File: src/rtl/rtc_timebase_pkg.sv
package rtc_timebase_pkg;
  localparam int CTL_W  = 3;
  localparam int RATE_W = 4;

  typedef enum logic [1:0] {
    OSC_OFF  = 2'd0,
    OSC_HOLD = 2'd1,
    OSC_RUN  = 2'd2
  } osc_mode_e;

  // rate code -> divider bit; two low codes map to slow taps
  function automatic int tap_index(input int code);
    if (code == 1) return 6;
    if (code == 2) return 7;
    return code - 2;
  endfunction
endpackage

File: src/rtl/rtc_osc_decode.sv
module rtc_osc_decode
  import rtc_timebase_pkg::*;
(
  input  logic [CTL_W-1:0] ctl_i,
  output osc_mode_e        mode_o
);
  always_comb begin
    if (ctl_i == 3'b010)          mode_o = OSC_RUN;
    else if (ctl_i[2:1] == 2'b11) mode_o = OSC_HOLD;
    else                          mode_o = OSC_OFF;
  end
endmodule

File: src/rtl/rtc_div_chain.sv
module rtc_div_chain
  import rtc_timebase_pkg::*;
#(
  parameter int STAGES = 15
) (
  input  logic              clk_i,
  input  logic              rst_ni,
  input  logic              tick_i,
  input  osc_mode_e         mode_i,
  output logic [STAGES-1:0] cnt_o
);
  always_ff @(posedge clk_i or negedge rst_ni) begin
    if (!rst_ni)                         cnt_o <= '0;
    else if (mode_i == OSC_HOLD)         cnt_o <= '0;
    else if (mode_i == OSC_RUN && tick_i) cnt_o <= cnt_o + 1'b1;
  end
endmodule

File: src/rtl/rtc_tap_mux.sv
module rtc_tap_mux
  import rtc_timebase_pkg::*;
#(
  parameter int STAGES = 15,
  parameter int SEL_W  = RATE_W
) (
  input  logic [STAGES-1:0] cnt_i,
  input  logic [SEL_W-1:0]  rate_i,
  output logic              tap_o
);
  localparam int NCODE = 1 << SEL_W;

  logic [NCODE-1:0] taps;

  assign taps[0] = 1'b0;

  for (genvar c = 1; c < NCODE; c++) begin : g_tap
    localparam int IDX = tap_index(c);
    if (IDX >= 0 && IDX < STAGES) begin : g_on
      assign taps[c] = cnt_i[IDX];
    end else begin : g_off
      assign taps[c] = 1'b0;
    end
  end

  assign tap_o = taps[rate_i];
endmodule

File: src/rtl/rtc_update_timer.sv
module rtc_update_timer
  import rtc_timebase_pkg::*;
#(
  parameter int STAGES   = 15,
  parameter int UIP_LEAD = 8
) (
  input  logic              clk_i,
  input  logic              rst_ni,
  input  logic              tick_i,
  input  osc_mode_e         mode_i,
  input  logic              freeze_i,
  input  logic [STAGES-1:0] cnt_i,
  output logic              update_o,
  output logic              uip_o
);
  localparam int XFER_N = (1 << (STAGES - 1)) - 1;
  localparam int UIP_N  = XFER_N - UIP_LEAD;

  logic advance, at_xfer, at_uip;

  assign advance = tick_i && (mode_i == OSC_RUN);
  assign at_xfer = advance && (cnt_i == STAGES'(XFER_N));
  assign at_uip  = advance && (cnt_i == STAGES'(UIP_N));

  always_ff @(posedge clk_i or negedge rst_ni) begin
    if (!rst_ni) begin
      uip_o    <= 1'b0;
      update_o <= 1'b0;
    end else begin
      update_o <= at_xfer && uip_o && !freeze_i;
      if (freeze_i || mode_i == OSC_HOLD) uip_o <= 1'b0;
      else if (at_uip)                    uip_o <= 1'b1;
      else if (at_xfer)                   uip_o <= 1'b0;
    end
  end
endmodule

File: src/rtl/rtc_timebase.sv
module rtc_timebase
  import rtc_timebase_pkg::*;
#(
  parameter int STAGES   = 15,
  parameter int UIP_LEAD = 8
) (
  input  logic              clk_i,
  input  logic              rst_ni,
  input  logic              tick_i,
  input  logic [CTL_W-1:0]  osc_ctl_i,
  input  logic [RATE_W-1:0] rate_sel_i,
  input  logic              sqw_en_i,
  input  logic              freeze_i,
  output logic              sqw_o,
  output logic              periodic_o,
  output logic              update_o,
  output logic              uip_o
);
  osc_mode_e         mode;
  logic [STAGES-1:0] cnt;
  logic              tap, tap_q;

  rtc_osc_decode u_dec (
    .ctl_i  (osc_ctl_i),
    .mode_o (mode)
  );

  rtc_div_chain #(.STAGES(STAGES)) u_div (
    .clk_i  (clk_i),
    .rst_ni (rst_ni),
    .tick_i (tick_i),
    .mode_i (mode),
    .cnt_o  (cnt)
  );

  rtc_tap_mux #(.STAGES(STAGES), .SEL_W(RATE_W)) u_mux (
    .cnt_i  (cnt),
    .rate_i (rate_sel_i),
    .tap_o  (tap)
  );

  rtc_update_timer #(.STAGES(STAGES), .UIP_LEAD(UIP_LEAD)) u_upd (
    .clk_i    (clk_i),
    .rst_ni   (rst_ni),
    .tick_i   (tick_i),
    .mode_i   (mode),
    .freeze_i (freeze_i),
    .cnt_i    (cnt),
    .update_o (update_o),
    .uip_o    (uip_o)
  );

  always_ff @(posedge clk_i or negedge rst_ni) begin
    if (!rst_ni) begin
      tap_q      <= 1'b0;
      periodic_o <= 1'b0;
    end else begin
      tap_q      <= tap;
      periodic_o <= tap && !tap_q;
    end
  end

  assign sqw_o = sqw_en_i && tap_q;
endmodule

File: config.mk
export PLATFORM = sky130hd
export DESIGN_NAME = rtc_timebase
export DESIGN_NICKNAME = d
export VERILOG_FILES = /design/src/rtl/rtc_timebase_pkg.sv /design/src/rtl/rtc_osc_decode.sv /design/src/rtl/rtc_div_chain.sv /design/src/rtl/rtc_tap_mux.sv /design/src/rtl/rtc_update_timer.sv /design/src/rtl/rtc_timebase.sv
export SDC_FILE = /design/constraint.sdc
export NUM_CORES = 1
export LEC_CHECK = 0
export BUFFER_PORTS_ARGS = -buffer_cell sky130_fd_sc_hd__buf_4
export CAP_MARGIN = 20
export CELL_PAD_IN_SITES_DETAIL_PLACEMENT = 1
export CELL_PAD_IN_SITES_GLOBAL_PLACEMENT = 2
export CORE_MARGIN = 8
export CORE_UTILIZATION = 37
export CTS_CLUSTER_DIAMETER = 120
export DETAILED_ROUTE_END_ITERATION = 6
export PLACE_DENSITY = 0.8
export RECOVER_POWER = 25
export SYNTH_ARGS = -nofsm -noshare
export SYNTH_HDL_FRONTEND = slang
export SYNTH_SLANG_ARGS = --single-unit
export TNS_END_PERCENT = 10
File: constraint.sdc
create_clock -name clk_i -period 2.2 [get_ports clk_i]
set_input_delay 0.22 -clock clk_i [delete_from_list [all_inputs] [get_ports clk_i]]
set_output_delay 0.22 -clock clk_i [all_outputs]
set_load 0.005 [all_outputs]
==> impl_metrics.ini, run 1 <==
[status]
outcome = complete, no violations

[routing]
routedWlPerCell_um = 16.5
via_per_inst = 5.75
ant_nets = 0
firstDrtPassIters = 3
drc = 0
vias = 978
totalWireLength_um = 2810
drt_iter0_drc = 45

[critical_path]
path_class = flip-flop to flip-flop
crit_slowest_cell = nor4_1
crit_arrival_ns = 1.95
cp-startpoint = u_div.cnt_o[8]
timing.rr.end = u_upd.uip_o
worstPathRequired_ns = 2.40
r2r_slack_ns = 0.46
crit_path_cell_trace = nand4_1 > nor4_1 > a2111oi_0 > a31o_1
critPathMaxFanout = 7
end_kind = flip-flop
timing.rr.start = u_div.cnt_o[8]
slowest_delay_ns = 0.51
worst_setup_path_start_kind = flip-flop
reg2regPathDepth = 4
crit_path_end = u_upd.uip_o

[sta]
hold_viol = 0
rsz0062_at_grt = false
slew_headroom = 0.292
setup_tns_ns = 0
drv_slew = 0
max_freq_mhz = 574
tightest_slew_ns = 1.06
finalSetupViolations = 0
fin_hold_ws_ns = 0.211
min_period_ns = 1.74
fin_crit_sh = 0.793
skew_ns = 0.00441

[finish]
mostFrequentLayoutCell = dfrtp_1
syn2layout_area_growth_pct = 14.3
mostFrequentLayoutCells = dfrtp_1 (19), nand2_1 (17), buf_4 (15), nor2_1 (12), xor2_1 (5)
final_layout_size_suffix_gt1_frac = 0.175
design.final.nets = 151
antennaDiodeCount = 0

[place]
gp_congestion = 0.740
place.port_buffers = 15
dp_hpwl_um = 2140

[grt]
grt_busiest_layer = met2
grt_pass1_vias = 1019
grt_pass1_wl_um = 4870
grt-ovfl-total = 0
track_usage = 0.119
grt_use_met3 = 0.0265
grt_util_met2 = 0.197
use_met1 = 0.143
grt_start_max_net_pins = 20
antenna_found_initial = 0

[yosys]
postSynthCellCount = 123
synth_edf_count = 0
yosys_warnings = 0
yosysSeqAreaShare = 0.417
syn_avg_cell_area_um2 = 9.27
synth_fp_nets = 136
syn-cell-area_um2 = 1140
ys_types = 45
synth_flop_cell = dfrtp_1
ys_seq_elements = 19
ys_async_sr_fraction = 1.00

[clock_network]
tritoncts = built
cts.sinks = 19
clk_pin_slew_ns = 0.11
cts_root_buf = clkbuf_4
h-tree-depth = 1
cts_made_buffers = 3
cts_resized = 0
clk_latency_ns = 0.30
cts_buffer_depth = 2

[min_path]
min_path_type = input port to flip-flop

[power_and_ir_drop]
power.density_nw_per_um2 = 470
p_comb_frac = 0.116
clockPowerShare = 0.296
irDropWorstVdd_mv = 0.226
switchingPower_uw = 154
p_leak_uw = 0.000577
p_int_uw = 458
p_seq_frac = 0.588
swShare = 0.252

[flow_run]
cap_violations = 0

[die]
design.die.area_um2 = 5110
die_w_um = 71.5
row_count = 20
start_util = 0.380
core-area_um2 = 3000
fp.dieH_um = 71.5
ios = 16
-- stage by stage --
stage	cell area, um^2	instances	power (uW)	worst slack (ns)	utilization
CTS	1310	170	627	0.424	0.435
floorplan	1140	123	401	0.746	-
global route	1300	170	644	0.257	0.434
finish	1300	170	612	0.456	0.434
global placement	1270	165	436	0.561	0.423
detailed placement	1270	165	438	0.447	0.423
-- worst max-delay path: cells and delay by family, from the launching register on --
family	cells	cell delay, ns
flip-flops	1	0.49
AND/OR/NAND/NOR	2	0.75
AO/OA/AOI/OAI	2	0.40
-- layer usage --
layer	wire length (um)	part of all wire
met1	1340	0.48
met4	42	0.015
met2	1310	0.47
met5	0	0
met3	117	0.042
-- cells in the mapped netlist, types with 2 or more instances --
cell / count / area (um^2)
a21oi_1: 3 / 15.0
a31oi_1: 2 / 12.5
and2_1: 2 / 12.5
and3_1: 2 / 12.5
buf_2: 4 / 20.0
clkbuf_1: 3 / 11.3
dfrtp_1: 19 / 475
inv_1: 4 / 15.0
mux2i_1: 4 / 40.0
nand2_1: 17 / 63.8
nand2b_1: 3 / 18.8
nand3_1: 3 / 15.0
nand4_1: 4 / 25.0
nand4_2: 2 / 25.0
nor2_1: 12 / 45.0
nor2b_1: 2 / 12.5
o211ai_1: 2 / 15.0
o21ai_0: 2 / 10.0
or3_1: 2 / 12.5
xnor2_1: 2 / 17.5
xor2_1: 5 / 43.8
-- sequential cells by signal (all words and copies together), names as in the netlist --
name            count
tap_q               1
u_div.cnt_o        15
u_upd.uip_o         1
u_upd.update_o      1
periodic_o          1
-- power by group through the flow --
stage	Combinational (uW)	Sequential [uW]	Clock (uW)
global placement	69.3	366	0
CTS	73.2	360	193
detailed placement	71.5	367	0
global route	78.7	361	204
floorplan	34.5	366	0
finish	70.8	360	181
-- area by class of cell --
type	count	area, um^2
multi-input combinational	93	618
sequential	19	475
fill	351	1700
inverter	4	15.0
clock buffer	4	26.3
timing repair buffer	17	126
tap	33	41.3
-- worst min-delay path by stage --
stage	from	endpoint	slack (ns)	cells past startpoint
after floorplan	rst_ni	periodic_o	-0.08	0
after global placement	rst_ni	periodic_o	0.11	1
after detailed placement	rst_ni	periodic_o	0.11	1
after CTS	rate_sel_i[1]	periodic_o	0.20	4
after global routing	rate_sel_i[1]	tap_q	0.21	3
final	rate_sel_i[1]	periodic_o	0.21	4
-- logic make-up (layout without fill, tap and decap cells) --
logic type | count (synthesis) | after routing | synth area share
XOR/XNOR | 7 | 7 | 0.0538
multiplexers | 5 | 5 | 0.0450
flip-flops | 19 | 19 | 0.417
buffers and inverters | 11 | 25 | 0.0406
AO/OA/AOI/OAI | 23 | 23 | 0.169
AND/OR/NAND/NOR | 57 | 57 | 0.263
adder cells (fa/ha/maj) | 1 | 1 | 0.0110
-- repair_timing --
item	4_1_cts	5_1_grt
hold buffers	1	0
endpoints found under the hold margin	19	0
setup buffers	0	0
No activity file was read; power rests on OpenSTA's default activity.
==> run 2, diff against run 1 <==
--- a/config.mk
+++ b/config.mk
@@ -10,10 +10,10 @@
 export CELL_PAD_IN_SITES_DETAIL_PLACEMENT = 1
 export CELL_PAD_IN_SITES_GLOBAL_PLACEMENT = 2
 export CORE_MARGIN = 8
-export CORE_UTILIZATION = 37
+export CORE_UTILIZATION = 34
 export CTS_CLUSTER_DIAMETER = 120
 export DETAILED_ROUTE_END_ITERATION = 6
-export PLACE_DENSITY = 0.8
+export PLACE_DENSITY = 0.75
 export RECOVER_POWER = 25
 export SYNTH_ARGS = -nofsm -noshare
 export SYNTH_HDL_FRONTEND = slang
==> constraint.sdc (replaced) <==
create_clock -name clk_i -period 1.8 [get_ports clk_i]
set_input_delay 0.18 -clock clk_i [delete_from_list [all_inputs] [get_ports clk_i]]
set_output_delay 0.18 -clock clk_i [all_outputs]
set_load 0.005 [all_outputs]
==> run 2 against run 1 <==
  * First-iteration DRC count fell by 36%
  * Critical path type unchanged
  * Highest routed layer unchanged
  * Setup slack lost 0.36 ns
  * Via count grew 2.8%
  * Register-to-register slack lost 0.36 ns
  * Sequential share of layout area decreased by 1.7 points
  * Final cell count is 11% higher
  * Critical endpoint is now u_div.cnt_o[13]
==> impl_metrics.ini, run 2 (synthesized netlist as in run 1, its figures left out) <==
[status]
outcome = complete, no violations

[routing]
drc = 0
ant_nets = 0
vias = 1005
firstDrtPassIters = 4
drt_iter0_drc = 29
totalWireLength_um = 3040
routedWlPerCell_um = 16.2
via_per_inst = 5.35

[finish]
mostFrequentLayoutCell = buf_4
mostFrequentLayoutCells = buf_4 (20), dfrtp_1 (19), nand2_1 (17), nor2_1 (12), xor2_1 (5)
syn2layout_area_growth_pct = 19.9
design.final.nets = 156
antennaDiodeCount = 0
regMostFlops = u_div.cnt_o
final_layout_size_suffix_gt1_frac = 0.218
largest_reg_flops = 15
postLayoutCellArea_um2 = 1370
final_util = 0.416

[critical_path]
worst_setup_path_start_kind = flip-flop
path_class = flip-flop to flip-flop
crit_arrival_ns = 1.96
worstPathRequired_ns = 2.05
end_kind = flip-flop
critPathMaxFanout = 7

[clock_network]
cts_root_buf = clkbuf_4
clk_latency_ns = 0.31
tritoncts = built
cts_made_buffers = 3
h-tree-depth = 1
cts_buffer_depth = 2
clk_pin_slew_ns = 0.12
cts.sinks = 19
postCtsSetupBuffers = 0

[die]
fp.dieH_um = 73.9
core-area_um2 = 3280
ios = 16
die_w_um = 73.9
row_count = 21
design.die.area_um2 = 5460
start_util = 0.347

[sta]
tightest_slew_ns = 1.06
finalSetupViolations = 0
min_period_ns = 1.71
setup_tns_ns = 0
fin_hold_ws_ns = 0.163
skew_ns = 0.00638
rsz0062_at_grt = false
drv_slew = 0
slew_headroom = 0.291
fin_crit_sh = 0.948
max_freq_mhz = 586
hold_viol = 0

[flow_run]
cap_violations = 0

[place]
place_area_um2 = 1320
place.port_buffers = 15
gp_congestion = 0.785
dp_hpwl_um = 2360

[grt]
antenna_found_initial = 0
grt_pass1_wl_um = 5110
grt_pass1_vias = 1101
grt-ovfl-total = 0
track_usage = 0.121
grt_start_max_net_pins = 20

[power_and_ir_drop]
irDropWorstVdd_mv = 0.269
power.density_nw_per_um2 = 554
finalPower_uw = 757
p_leak_uw = 0.000603

[min_path]
min_path_type = input port to flip-flop
[run 2: cell types whose count changed in the layout (fill, tap and decap cells not counted)]
cell	change
buf_4	+5
clkbuf_1	-1
clkinvlp_4	+1
nor4_1	-1
nor4_2	+1
[run 2: final cells by class]
type	count	area, um^2
fillers	372	1920
clock buffers	3	22.5
repair buffers	22	164
inverters	4	15.0
flip-flops and latches	19	475
multi-input cells	93	624
well taps	46	57.6
clock inverters	1	7.51
[run 2: where the power goes]
group	internal [uW]	switching, uW
registers	434	6.26
logic	39.1	46.6
clock network	84.8	147
total	558	199
[run 2: critical path, stage by stage (launching register included)]
cell	delay (ns)
dfrtp_1	0.50
nand4_1	0.26
or2_0	0.32
or4_1	0.49
nand2_1	0.08
[run 2: final timing paths]
| kind | from | endpoint | slack, ns | cells past startpoint |
|---|---|---|---|---|
| setup / recovery | u_div.cnt_o[9] | u_div.cnt_o[13] | 0.09 | 4 |
| hold / removal | rate_sel_i[1] | tap_q | 0.16 | 3 |
| setup reg to reg | u_div.cnt_o[9] | u_div.cnt_o[13] | 0.09 | 4 |
| hold reg to reg | tap_q | periodic_o | 0.50 | 1 |
| max in group asynchronous | rst_ni | u_div.cnt_o[11] | 0.58 | 2 |
| min in group asynchronous | rst_ni | tap_q | 0.58 | 2 |
[run 2: what timing repair did]
item | in CTS | in global routing
endpoints found under the setup margin | 0 | 1
hold buffers | 1 | 0
resized for setup | 0 | 1
hold endpoints to repair | 19 | 0
[run 2: stage by stage]
stage | cells | setup WS, ns
2_1_floorplan | 123 | 0.346
3_3_place_gp | 183 | 0.0864
3_5_place_dp | 183 | 0.0465
4_1_cts | 188 | 0.0363
5_1_grt | 188 | 0.0269
6_report | 188 | 0.0941
[run 2: metal layers]
metal | wire length, um | vias up | track usage
met3 | 151 | 8 | 0.0273
li1 | - | 483 | -
met5 | 0 | - | 0
met2 | 1410 | 26 | 0.192
met1 | 1390 | 488 | 0.142
met4 | 88 | 0 | 0.0820
==> run 3, diff against run 2 <==
--- a/config.mk
+++ b/config.mk
@@ -10,12 +10,13 @@
 export CELL_PAD_IN_SITES_DETAIL_PLACEMENT = 1
 export CELL_PAD_IN_SITES_GLOBAL_PLACEMENT = 2
 export CORE_MARGIN = 8
-export CORE_UTILIZATION = 34
+export CORE_UTILIZATION = 36
 export CTS_CLUSTER_DIAMETER = 120
 export DETAILED_ROUTE_END_ITERATION = 6
 export PLACE_DENSITY = 0.75
 export RECOVER_POWER = 25
 export SYNTH_ARGS = -nofsm -noshare
 export SYNTH_HDL_FRONTEND = slang
+export SYNTH_HIERARCHICAL = 1
 export SYNTH_SLANG_ARGS = --single-unit
 export TNS_END_PERCENT = 10
==> run 3 against run 2 <==
  * Maximum frequency up 8.9%
  * Setup slack better by 0.14 ns
  * Utilization up 2.7 points
  * Die area down 4.0%
  * Final cell count down 11%
  * Global-route usage down 0.14 points
  * Synthesized cell count down 16%
  * Clock power down 5%
  * Via count down 6.4%
  * Largest cell class unchanged
==> impl_metrics.ini, run 3 <==
[yosys]
ys_types = 38
yosysSeqAreaShare = 0.415
synthTopCellsByArea = dfrtp_1 (41%), mux2i_1 (9.6%), nand2_1 (4.9%), mux4_1 (4.6%), nand4_1 (2.7%)
synth_most_common_cell = dfrtp_1
synth_flop_cell = dfrtp_1
postSynthCellCount = 103
synth_edf_count = 0
synth_fp_nets = 116
syn_avg_cell_area_um2 = 11.1
yosys_warnings = 6
ys_async_sr_fraction = 1.00
yosys.area.top_type_share = 0.415
syn-cell-area_um2 = 1150
ys_seq_elements = 19
synth_common_cells = dfrtp_1 (19), nand2_1 (15), mux2i_1 (11), nand4_1 (5), nand3_1 (4)
synth_top_area_cell = dfrtp_1

[routing]
firstDrtPassIters = 4
routedWlPerCell_um = 16.8
drt_iter0_drc = 29
ant_nets = 0
vias = 941
drc = 0
totalWireLength_um = 2820
via_per_inst = 5.60

[status]
outcome = complete, no violations

[clock_network]
cts_root_buf = clkbuf_4
postCtsSetupBuffers = 0
clk_pin_slew_ns = 0.11
cts_buffer_depth = 2
cts.sinks = 19
cts_resized = 0
cts_made_buffers = 3
h-tree-depth = 1
cts_hold_buffers = 1
clk_latency_ns = 0.30
tritoncts = built

[die]
ios = 16
fp.dieH_um = 72.4
row_count = 20
core-area_um2 = 3050
design.die.area_um2 = 5250
die_w_um = 72.4
start_util = 0.375

[critical_path]
critPathMaxFanout = 6
r2r_slack_ns = 0.23
path_class = flip-flop to flip-flop
crit_slowest_cell = dfrtp_1
path_common_cell = and3_4
cp.buffers_inverters = 0
worstPathRequired_ns = 2.03
timing.rr.start = u_div/cnt_o[1]
end_kind = flip-flop
cp_top_family = simple AND/OR/NAND/NOR gates
crit_arrival_ns = 1.79
crit_path_cell_trace = ha_1 > and4b_2 > and3_4 > and3_4 > mux2i_1
slowest_delay_ns = 0.47
cp-startpoint = u_div/cnt_o[1]
worst_setup_path_start_kind = flip-flop

[finish]
largest_reg_flops = 15
final_layout_size_suffix_gt1_frac = 0.258
register_area_um2 = 475
antennaDiodeCount = 0
design.final.nets = 138
n_fill_cell = 365
multi_input_area_um2 = 641
mostFrequentLayoutCells = dfrtp_1 (19), buf_4 (18), nand2_1 (15), mux2i_1 (11), nand4_1 (5)
syn2layout_area_growth_pct = 17.9
mostFrequentLayoutCell = dfrtp_1
regMostFlops = u_div/cnt_o

[place]
place.port_buffers = 15
dp_hpwl_um = 2140
gp_congestion = 0.842

[flow_run]
cap_violations = 0

[sta]
slew_headroom = 0.290
skew_ns = 0.00718
fin_crit_sh = 0.870
rsz0062_at_grt = false
max_freq_mhz = 638
setup_tns_ns = 0
fin_hold_ws_ns = 0.0788
drv_slew = 0
hold_viol = 0
finalSetupViolations = 0
tightest_slew_ns = 1.07
min_period_ns = 1.57

[power_and_ir_drop]
p_int_uw = 545
p_seq_frac = 0.603
clockPowerShare = 0.304
p_leak_uw = 0.000602
irDropWorstVdd_mv = 0.188
swShare = 0.245
switchingPower_uw = 177
p_comb_frac = 0.093
power.density_nw_per_um2 = 534

[grt]
grt-ovfl-total = 0
grt_start_max_net_pins = 20
grt_pass1_wl_um = 5000
antenna_found_initial = 0
track_usage = 0.120
grt_pass1_vias = 1017

[min_path]
hp-start = rate_sel_i[1]
min_path_type = input port to flip-flop
-- run 3: power by group through the flow --
| stage | Combinational (uW) | Sequential, uW | Clock, uW |
|---|---|---|---|
| 3_5_place_dp | 68.0 | 444 | 0 |
| 3_3_place_gp | 64.9 | 444 | 0 |
| 4_1_cts | 70.0 | 436 | 236 |
| 5_1_grt | 75.1 | 437 | 251 |
| 2_1_floorplan | 29.7 | 442 | 0 |
| 6_report | 67.2 | 436 | 219 |
-- run 3: final timing paths --
kind,to,cells after the start
worst max-delay path,u_div/cnt_o[6],5
worst min-delay path,tap_q,2
worst max register to register,u_div/cnt_o[6],5
worst min register to register,u_div/cnt_o[14],1
max in group asynchronous,u_div/cnt_o[3],2
min in group asynchronous,u_div/cnt_o[10],2
-- run 3: layout make-up --
type                       count  share of cell area
clock buffer                   3              0.0167
clock inverter                 1             0.00370
sequential                    19               0.352
inverter                       1             0.00278
tap                           44              0.0407
timing repair buffer          20               0.110
multi-input combinational     80               0.474
-- run 3: cell families (layout without fill, tap and decap cells) --
group / count (synthesis) / count (layout) / share of synthesized area
and+or+nand+nor: 47 / 47 / 0.260
DFF: 19 / 19 / 0.415
AOI/OAI and AO/OA: 16 / 16 / 0.109
muxes: 15 / 15 / 0.171
buffers and inverters: 4 / 25 / 0.0262
adders and majority gates: 1 / 1 / 0.0109
xor gates and xnor gates: 1 / 1 / 0.00764
-- run 3: worst register-to-register path, delay by kind of cell (launching register included) --
family,cells,cell delay [ns]
AND/OR/NAND/NOR,3,0.68
adder cells (fa/ha/maj),1,0.18
multiplexers,1,0.17
flip-flops,1,0.47
-- run 3: per-layer routing --
| layer | GRT usage | up-vias | share of wire |
|---|---|---|---|
| met1 | 0.140 | 473 | 0.45 |
| met2 | 0.197 | 22 | 0.47 |
| met5 | 0 | - | 0 |
| met3 | 0.0344 | 6 | 0.063 |
| li1 | - | 440 | - |
| met4 | 0.0578 | 0 | 0.021 |
-- run 3: stage by stage --
stage	util	worst slack, ns	area, um^2	power (uW)	cells
finish	0.443	0.233	1350	722	168
global route	0.443	0.111	1350	763	168
CTS	0.444	0.228	1360	741	168
detailed placement	0.432	0.118	1320	512	163
global placement	0.432	0.162	1320	509	163
floorplan	-	0.336	1150	472	103
